--- src/rtl/msi_agg_pkg.sv ---
package msi_agg_pkg;
  localparam int unsigned MASTER_W = 32;
  localparam int unsigned EN_BIT   = 31;
  localparam int unsigned NUM_CHILD = 11;

  typedef enum logic [1:0] {
    PICK_NONE = 2'd0,
    PICK_LO   = 2'd1,
    PICK_HI   = 2'd2,
    PICK_ALL  = 2'd3
  } pick_e;

  // which part of which child drives master bit b
  function automatic pick_e bit_pick(int b);
    case (b)
      0, 2, 4, 6:                 return PICK_LO;
      1, 3:                       return PICK_HI;
      16, 17, 18, 20, 22, 23, 30: return PICK_ALL;
      default:                    return PICK_NONE;
    endcase
  endfunction

  function automatic int bit_src(int b);
    case (b)
      0, 1:    return 0;
      2, 3:    return 1;
      4:       return 2;
      6:       return 3;
      16:      return 4;
      17:      return 5;
      18:      return 6;
      20:      return 7;
      22:      return 8;
      23:      return 9;
      30:      return 10;
      default: return 0;
    endcase
  endfunction
endpackage

--- src/rtl/msi_agg_sum_map.sv ---
module msi_agg_sum_map
  import msi_agg_pkg::*;
#(
  parameter int unsigned CHILD_W = 32,
  parameter int unsigned N_CHILD = NUM_CHILD
) (
  input  logic                       clk_i,
  input  logic                       rst_ni,
  input  logic [N_CHILD*CHILD_W-1:0] child_i,
  output logic [EN_BIT-1:0]          sum_o
);
  localparam int unsigned HALF_W = CHILD_W / 2;
  localparam logic [CHILD_W-1:0] LO_MASK = {{(CHILD_W-HALF_W){1'b0}}, {HALF_W{1'b1}}};

  logic [EN_BIT-1:0] sum_d;

  for (genvar b = 0; b < EN_BIT; b++) begin : g_bit
    localparam pick_e PICK = bit_pick(b);
    localparam int unsigned SRC = bit_src(b);
    if (PICK == PICK_NONE) begin : g_zero
      assign sum_d[b] = 1'b0;
    end else begin : g_map
      logic [CHILD_W-1:0] mask;
      if (PICK == PICK_LO) begin : g_lo
        assign mask = LO_MASK;
      end else if (PICK == PICK_HI) begin : g_hi
        assign mask = ~LO_MASK;
      end else begin : g_all
        assign mask = '1;
      end
      assign sum_d[b] = |(child_i[SRC*CHILD_W +: CHILD_W] & mask);
    end
  end

  always_ff @(posedge clk_i or negedge rst_ni) begin
    if (!rst_ni) sum_o <= '0;
    else         sum_o <= sum_d;
  end
endmodule

--- src/rtl/msi_agg_ctrl_reg.sv ---
module msi_agg_ctrl_reg (
  input  logic clk_i,
  input  logic rst_ni,
  input  logic wr_en_i,
  input  logic wr_bit_i,
  output logic en_o
);
  always_ff @(posedge clk_i or negedge rst_ni) begin
    if (!rst_ni)      en_o <= 1'b0;
    else if (wr_en_i) en_o <= wr_bit_i;
  end

  AST_WR_EN_BIT: assert property (@(posedge clk_i) disable iff (!rst_ni)
    wr_en_i |=> en_o == $past(wr_bit_i));
  AST_EN_HOLD: assert property (@(posedge clk_i) disable iff (!rst_ni)
    !wr_en_i |=> $stable(en_o));
endmodule

--- src/rtl/msi_agg_msi_gen.sv ---
module msi_agg_msi_gen #(
  parameter int unsigned ADDR_W = 32,
  parameter int unsigned DATA_W = 16,
  parameter int unsigned CTRL_W = 16
) (
  input  logic              clk_i,
  input  logic              rst_ni,
  input  logic              pend_i,
  input  logic [CTRL_W-1:0] ctrl_i,
  input  logic [ADDR_W-1:0] addr_i,
  input  logic [DATA_W-1:0] data_i,
  input  logic              ready_i,
  output logic              req_o,
  output logic [ADDR_W-1:0] addr_o,
  output logic [DATA_W-1:0] data_o,
  output logic              err_o
);
  logic pend_q;
  logic rise;
  logic fmt_ok;
  logic fmt_bad;

  assign rise    = pend_i & ~pend_q;
  assign fmt_ok  = ctrl_i[0] & ~|ctrl_i[CTRL_W-1:1];
  assign fmt_bad = ctrl_i[0] & |ctrl_i[CTRL_W-1:1];

  always_ff @(posedge clk_i or negedge rst_ni) begin
    if (!rst_ni) begin
      pend_q <= 1'b0;
      req_o  <= 1'b0;
      addr_o <= '0;
      data_o <= '0;
      err_o  <= 1'b0;
    end else begin
      pend_q <= pend_i;
      err_o  <= rise & fmt_bad;
      if (req_o) begin
        if (ready_i) req_o <= 1'b0;
      end else if (rise && fmt_ok) begin
        req_o  <= 1'b1;
        addr_o <= addr_i;
        data_o <= data_i;
      end
    end
  end

  AST_REQ_HOLD: assert property (@(posedge clk_i) disable iff (!rst_ni)
    (req_o && !ready_i) |=> (req_o && $stable(addr_o) && $stable(data_o)));
  AST_REQ_DROP: assert property (@(posedge clk_i) disable iff (!rst_ni)
    (req_o && ready_i) |=> !req_o);
  AST_REQ_FMT: assert property (@(posedge clk_i) disable iff (!rst_ni)
    $rose(req_o) |-> $past(ctrl_i[0] && ctrl_i[CTRL_W-1:1] == '0));
  AST_REQ_PEND: assert property (@(posedge clk_i) disable iff (!rst_ni)
    $rose(req_o) |-> $past(pend_i));
  AST_ERR_FMT: assert property (@(posedge clk_i) disable iff (!rst_ni)
    err_o |-> ($past(ctrl_i[0] && ctrl_i[CTRL_W-1:1] != '0) && !$rose(req_o)));
endmodule

--- src/rtl/msi_master_agg.sv ---
module msi_master_agg
  import msi_agg_pkg::*;
#(
  parameter int unsigned CHILD_W = 32,
  parameter int unsigned ADDR_W  = 32,
  parameter int unsigned DATA_W  = 16,
  parameter int unsigned CTRL_W  = 16
) (
  input  logic                         clk_i,
  input  logic                         rst_ni,
  input  logic                         wr_en_i,
  input  logic [MASTER_W-1:0]          wr_data_i,
  output logic [MASTER_W-1:0]          rd_data_o,
  input  logic [NUM_CHILD*CHILD_W-1:0] child_sum_i,
  input  logic [CTRL_W-1:0]            msi_ctrl_i,
  input  logic [ADDR_W-1:0]            msi_addr_i,
  input  logic [DATA_W-1:0]            msi_data_i,
  output logic                         msi_req_o,
  input  logic                         msi_ready_i,
  output logic [ADDR_W-1:0]            msi_addr_o,
  output logic [DATA_W-1:0]            msi_data_o,
  output logic                         fmt_err_o
);
  logic [EN_BIT-1:0] sum_q;
  logic              en_q;
  logic              pend;
  logic              started_q;

  msi_agg_ctrl_reg u_ctrl (
    .clk_i    (clk_i),
    .rst_ni   (rst_ni),
    .wr_en_i  (wr_en_i),
    .wr_bit_i (wr_data_i[EN_BIT]),
    .en_o     (en_q)
  );

  msi_agg_sum_map #(.CHILD_W(CHILD_W), .N_CHILD(NUM_CHILD)) u_map (
    .clk_i   (clk_i),
    .rst_ni  (rst_ni),
    .child_i (child_sum_i),
    .sum_o   (sum_q)
  );

  assign pend      = en_q & |sum_q;
  assign rd_data_o = {en_q, sum_q};

  msi_agg_msi_gen #(.ADDR_W(ADDR_W), .DATA_W(DATA_W), .CTRL_W(CTRL_W)) u_msi (
    .clk_i   (clk_i),
    .rst_ni  (rst_ni),
    .pend_i  (pend),
    .ctrl_i  (msi_ctrl_i),
    .addr_i  (msi_addr_i),
    .data_i  (msi_data_i),
    .ready_i (msi_ready_i),
    .req_o   (msi_req_o),
    .addr_o  (msi_addr_o),
    .data_o  (msi_data_o),
    .err_o   (fmt_err_o)
  );

  always_ff @(posedge clk_i or negedge rst_ni) begin
    if (!rst_ni) started_q <= 1'b0;
    else         started_q <= 1'b1;
  end

  AST_LEVEL_SOUTH: assert property (@(posedge clk_i) disable iff (!rst_ni)
    started_q |-> rd_data_o[23] == $past(|child_sum_i[9*CHILD_W +: CHILD_W]));
  AST_LEVEL_PIPE: assert property (@(posedge clk_i) disable iff (!rst_ni)
    started_q |-> rd_data_o[16] == $past(|child_sum_i[4*CHILD_W +: CHILD_W]));
  AST_UNUSED_ZERO: assert property (@(posedge clk_i) disable iff (!rst_ni)
    rd_data_o[29:24] == '0 && rd_data_o[15:7] == '0 && rd_data_o[5] == 1'b0);
  AST_GATED: assert property (@(posedge clk_i) disable iff (!rst_ni)
    $rose(msi_req_o) |-> $past(rd_data_o[EN_BIT]));
endmodule

--- config.mk ---
export PLATFORM = sky130hd
export DESIGN_NAME = msi_master_agg
export DESIGN_NICKNAME = d
export VERILOG_FILES = /design/src/rtl/msi_agg_pkg.sv /design/src/rtl/msi_agg_sum_map.sv /design/src/rtl/msi_agg_ctrl_reg.sv /design/src/rtl/msi_agg_msi_gen.sv /design/src/rtl/msi_master_agg.sv
export SDC_FILE = /design/constraint.sdc
export NUM_CORES = 1
export LEC_CHECK = 0
export BUFFER_PORTS_ARGS = -buffer_cell sky130_fd_sc_hd__buf_2
export CAP_MARGIN = 5
export CORE_AREA = 2 2 208 210
export DETAILED_ROUTE_END_ITERATION = 7
export DIE_AREA = 0 0 210 212
export SETUP_SLACK_MARGIN = 0.05
export SLEW_MARGIN = 20
export SYNTH_ARGS = -nofsm -noshare
export SYNTH_HDL_FRONTEND = slang
export SYNTH_SLANG_ARGS = --single-unit
--- constraint.sdc ---
create_clock -name clk_i -period 2.3 [get_ports clk_i]
set_input_delay 0.115 -clock clk_i [delete_from_list [all_inputs] [get_ports clk_i]]
set_output_delay 0.115 -clock clk_i [all_outputs]
set_load 0.005 [all_outputs]
Word level (Yosys, flattened, before mapping)
Cells that the tools add are included.
{ "op_classes": {"n_mux": 3, "n_reduce_logical": 18, "bitwise": 7} }
{ "ops": {"columns": ["cell", "count"], "rows": [
  ["32-bit OR reduction", 7],
  ["16-bit OR reduction", 6],
  ["15-bit OR reduction", 1],
  ["13-bit OR reduction", 1],
  ["1-bit AND", 5],
  ["1-bit two-way mux", 3],
  ["1-bit NOT", 2],
  ["2-bit AND reduction", 1],
  ["1-bit logical AND", 1],
  ["1-bit logical NOT", 1]
]} }
{ "word_totals": {"output_inout_bits": 82, "register_bits": 65, "elab_cells": 35, "in_bits": 452} }

Longest topological paths before layout
{ "depth": {"ltp_word": 6, "depth_mapped": 7, "mapped_depth_nobuf": 4} }

By module
Synthesis repeated with hierarchy kept, for this count alone.
{ "hier_totals": {"cells_unflattened": 267, "hier_area_um2": 3215.6} }
{ "by_module_without_submodules": {"columns": ["mod", "instances", "area_per_inst_um2", "cells_each", "seq_area_each_um2"], "rows": [
  ["msi_agg_msi_gen", 1, 1915.6, 114, 1276.2],
  ["msi_agg_sum_map", 1, 1177.4, 139, 325.3],
  ["msi_master_agg", 1, 82.6, 12, 0.0],
  ["msi_agg_ctrl_reg", 1, 40.0, 2, 25.0]
]} }

Worst setup path after synthesis
OpenSTA, ideal clock, no wires.
{ "synth_path": {"kind": "reg2reg", "startpoint": "reg u_map.sum_o[30]", "endpoint": "reg u_msi.addr_o[22]", "t_required_ps": 2175, "setup_time_ps": 125, "period_less_slack_ps": 1794, "path_buffers": 3, "t_arrival_ps": 1669, "stages_incl_launch_ff": 8, "path_slack_ps": 506, "cell_sequence": "dfrtp_1 nor4_2 a41oi_1 and4b_1 clkbuf_2 buf_6 buf_8 mux2_4"} }
{ "synth_between": {"elab_chain_cells": 5} }
{ "synth_lines": {"columns": ["element", "line", "source"], "rows": [
  ["from (decl)", "msi_agg_sum_map.sv:10", "output logic [EN_BIT-1:0] sum_o"],
  ["from (signal assigned)", "msi_agg_sum_map.sv:37", "else sum_o <= sum_d;"],
  ["13-bit OR reduction", "msi_master_agg.sv:44", "assign pend = en_q & |sum_q;"],
  ["1-bit AND", "msi_master_agg.sv:44", null],
  ["net pend", "msi_master_agg.sv:26", "logic pend;"],
  ["1-bit AND", "msi_agg_msi_gen.sv:23", "assign rise = pend_i & ~pend_q;"],
  ["1-bit logical AND", "msi_agg_msi_gen.sv:39", "end else if (rise && fmt_ok) begin"],
  ["2-bit AND reduction (no source line)", null, null],
  ["to (signal assigned)", "msi_agg_msi_gen.sv:41", "addr_o <= addr_i;"],
  ["to (decl)", "msi_agg_msi_gen.sv:14", "output logic [ADDR_W-1:0] addr_o,"]
]} }
The timed path passes the listed nets, and every way through them passes these cells.
A chain may end at the register's enable or synchronous reset.

Worst setup path in the final report
{ "layout_path": {"startpoint": "in child_sum_i[109]", "endpoint": "reg u_map.sum_o[6]"} }
{ "layout_between": {"elab_chain_cells": 1} }
{ "layout_lines": {"columns": ["element", "line", "source"], "rows": [
  ["from (decl)", "msi_master_agg.sv:14", "input logic [NUM_CHILD*CHILD_W-1:0] child_sum_i,"],
  ["16-bit OR reduction", "msi_agg_sum_map.sv:31", "assign sum_d[b] = |(child_i[SRC*CHILD_W +: CHILD_W] & mask);"],
  ["net u_map.sum_d[6]", "msi_agg_sum_map.sv:15", "logic [EN_BIT-1:0] sum_d;"]
]} }
The timed path passes the listed nets, and every way through them passes these cells.

==> out/qor.yml <==
floorplan:
  start_util_pct: 7.49
  die_area_um2: 44500
  num_rows: 76
  coreArea_um2: 42500
  die_w_um: 210
  io_pins: 534
  dieHeight_um: 212
critical_path:
  path_delay_family: "buffers and inverters"
  critPathBufInv: 4
  r2r_slack_ns: 0.30
  worstSetupStartpointType: "primary input"
  critical_path_required_ns: 2.53
  critical_path_class: "in -> reg"
  endpoint_kind: "register"
  path_cells: "dlygate4sd3_1 > buf_2 > nor4_1 > dlygate4sd3_1 > nand4_1 > dlygate4sd3_1"
  critPathArrivalTime_ns: 2.32
  crit_fanout: 1
  critPathMaxStageDelay_ns: 0.60
  crit_top_cell: "dlygate4sd3_1"
  slowest_stage: "dlygate4sd3_1"
pwr:
  p_leak_nw: 3.52
  ir_drop_mv: 0.313
  powerDensity_nw_per_um2: 462
sta:
  period_share_pct: 90.5
  final.min_clock_period_ns: 2.08
  fmax_mhz: 480
  drv_slew: 0
  final-setup-viol-count: 0
  worstMarginPinSlew_ns: 0.905
  skew_ns: 0.0125
  relSlewSlack_pct: 39.7
  rsz0062_at_grt: "no"
  setup_ws_ns: 0.218
  hold_viol: 0
  finalSetupTns_ns: 0
route:
  drt-wirelength-per-cell_um: 15.0
  wl_mm: 20.2
  dr.pass1.iters: 4
  vias: 4485
  drtIter0Drc: 184
  antenna_left: 0
  viasPerCell: 3.33
  drcViolationCount: 0
run:
  cap_violations: 0
cts:
  postCtsSetupBuffers: 0
  htree_levels: 3
  cts_root_buf: "clkbuf_16"
  worstSkewPairLatency_ns: 0.35
  clockBufferDepth: 2
  path_clk_slew_ns: 0.07
  numCtsBuffers: 9
  cts_tree: "yes"
  clkSinkCount: 65
synth:
  synthArstFlopShare_pct: 100
  synth-seq-area-share_pct: 51.1
  synth.area.top_cells: "dfrtp_1 51%, nor4_1 16%, mux2_2 14%, buf_4 4.5%, mux2_4 4.2%"
  syn-instance-count: 265
  synthFlopType: "dfrtp_1"
  yosysTopAreaCell: "dfrtp_1"
  ys_types: 23
  ys_ff_latch: 65
  avgSynthCellArea_um2: 12.0
  yosys_warnings: 0
  synth_edf_count: 0
  netlist_area_um2: 3190
  synth_top_area_share_pct: 51.1
global_route:
  grt_max_degree: 66
  grt_pass1_vias: 4688
  overflow: 0
  grt_first_pass_wirelength_mm: 27.2
  track_usage_pct: 8.62
  grt_antenna_before_repair: 20
place:
  dp_hpwl_mm: 17.0
  io_buffers: 452
  post-place-ws_ns: 0.135
  gp_congestion: 0.977
cells_and_area:
  fin_util_pct: 16.5
  area_growth_pct: 120
  fin_nets: 1232
  drive_above_1_share_pct: 67.9
  fillCellCount: 4749
min_path:
  hp-class: "in -> reg"
status:
  outcome: "finished, final reports clean"
-- layout by cell type (no fill, tap or decap), drive strengths merged --
cell,synthesis,layout
buf,24,458
nor4,85,85
dfrtp,65,65
dlygate4sd3,0,54
mux2,48,48
nand4,20,20
conb,1,18
diode,0,14
clkbuf,1,9
or2,7,7
inv,2,6
nor2,2,2
nor3,2,2
nand2,2,2
bufinv,0,2
a41oi,1,1
nor2b,1,1
and4,1,1
and4b,1,1
a21o,1,1
o21ai,1,1
clkinvlp,0,1
-- what timing repair did --
item,in CTS,in global routing
hold buffers,54,0
setup endpoints to repair,0,17
endpoints found under the hold margin,111,0
resized for setup,0,1
-- power by group --
group          leakage, nW  internal, mW  total, mW  switching [mW]
clock network        0.161         0.973       1.58           0.610
logic                 2.52         0.310      0.498           0.188
registers            0.836          1.15       1.15         0.00132
total                 3.52          2.43       3.23           0.799
-- cell type report --
cell class                 instances  area [µm²]  area share (%)
timing repair buffer             512        2880            41.1
sequential                        65        1630            23.3
multi-input combinational        190        1440            20.5
clock inverter                     7         108            1.54
clock buffer                       9         225            3.22
inverter                           2        7.51           0.107
antenna                           14        35.0           0.501
tap                              546         683            9.77
-- worst reg2reg max path, delay by kind of cell (launching register included) --
family	cells	cell delay [ns]
AND/OR/NAND/NOR	2	0.72
flip-flops	1	0.43
multiplexers	1	0.31
AO/OA/AOI/OAI	1	0.23
buffers and inverters	1	0.18
-- cell usage after synthesis (2+ instances only) --
| cell type | number |
|---|---|
| nand2_1 | 2 |
| dfrtp_1 | 65 |
| mux2_2 | 39 |
| buf_4 | 19 |
| inv_1 | 2 |
| nor4_2 | 2 |
| nor4_1 | 83 |
| nand4_1 | 20 |
| nor2_1 | 2 |
| or2_2 | 7 |
| buf_2 | 3 |
| mux2_4 | 9 |
| nor3_1 | 2 |
-- cells by family (layout without fill, tap and decap cells) --
group                  after synthesis  count (layout)  share of synthesized area, %
AOI/OAI and AO/OA                    3               3                         0.668
buffers and inverters               27             530                          6.17
DFF                                 65              65                          51.1
muxes                               48              48                          18.0
other                                1              32                         0.118
and+or+nand+nor                    121             121                          24.0
-- registers in the layout, indices dropped and copies added (netlist names) --
| name | cells |
|---|---|
| u_msi.addr_o | 32 |
| u_map.sum_o | 13 |
| u_ctrl.en_o | 1 |
| u_msi.req_o | 1 |
| u_msi.pend_q | 1 |
| u_msi.err_o | 1 |
| u_msi.data_o | 16 |
-- worst paths after layout --
| check | start | to | depth (start not counted) |
|---|---|---|---|
| max in group asynchronous | rst_ni | u_map.sum_o[0] | 2 |
| min in group asynchronous | rst_ni | u_msi.addr_o[4] | 2 |
| worst max-delay path | child_sum_i[109] | u_map.sum_o[6] | 6 |
| worst min register to register | u_msi.data_o[14] | u_msi.data_o[14] | 1 |
| worst min-delay path | msi_data_i[4] | u_msi.data_o[4] | 2 |
| worst max register to register | u_map.sum_o[30] | u_msi.addr_o[10] | 5 |
-- stage by stage --
stage	power, mW	std cells	hold WS, ns	area (µm²)
floorplan	1.23	282	-0.181	3250
global placement	1.59	1261	0.314	6080
finish	3.23	1345	0.0246	7000
detailed placement	1.60	1261	0.325	6080
CTS	3.32	1331	0.00190	6950
global route	3.41	1342	0.00117	6990
-- layer usage --
metal	up-vias	routed length, µm	global-route usage (%)
li1	2079	-	-
met2	310	9890	15.0
met1	2034	7250	8.62
met3	58	1950	3.13
met4	4	1120	6.04
met5	-	30	0
Note: power is estimated with default switching activity, not from simulation.
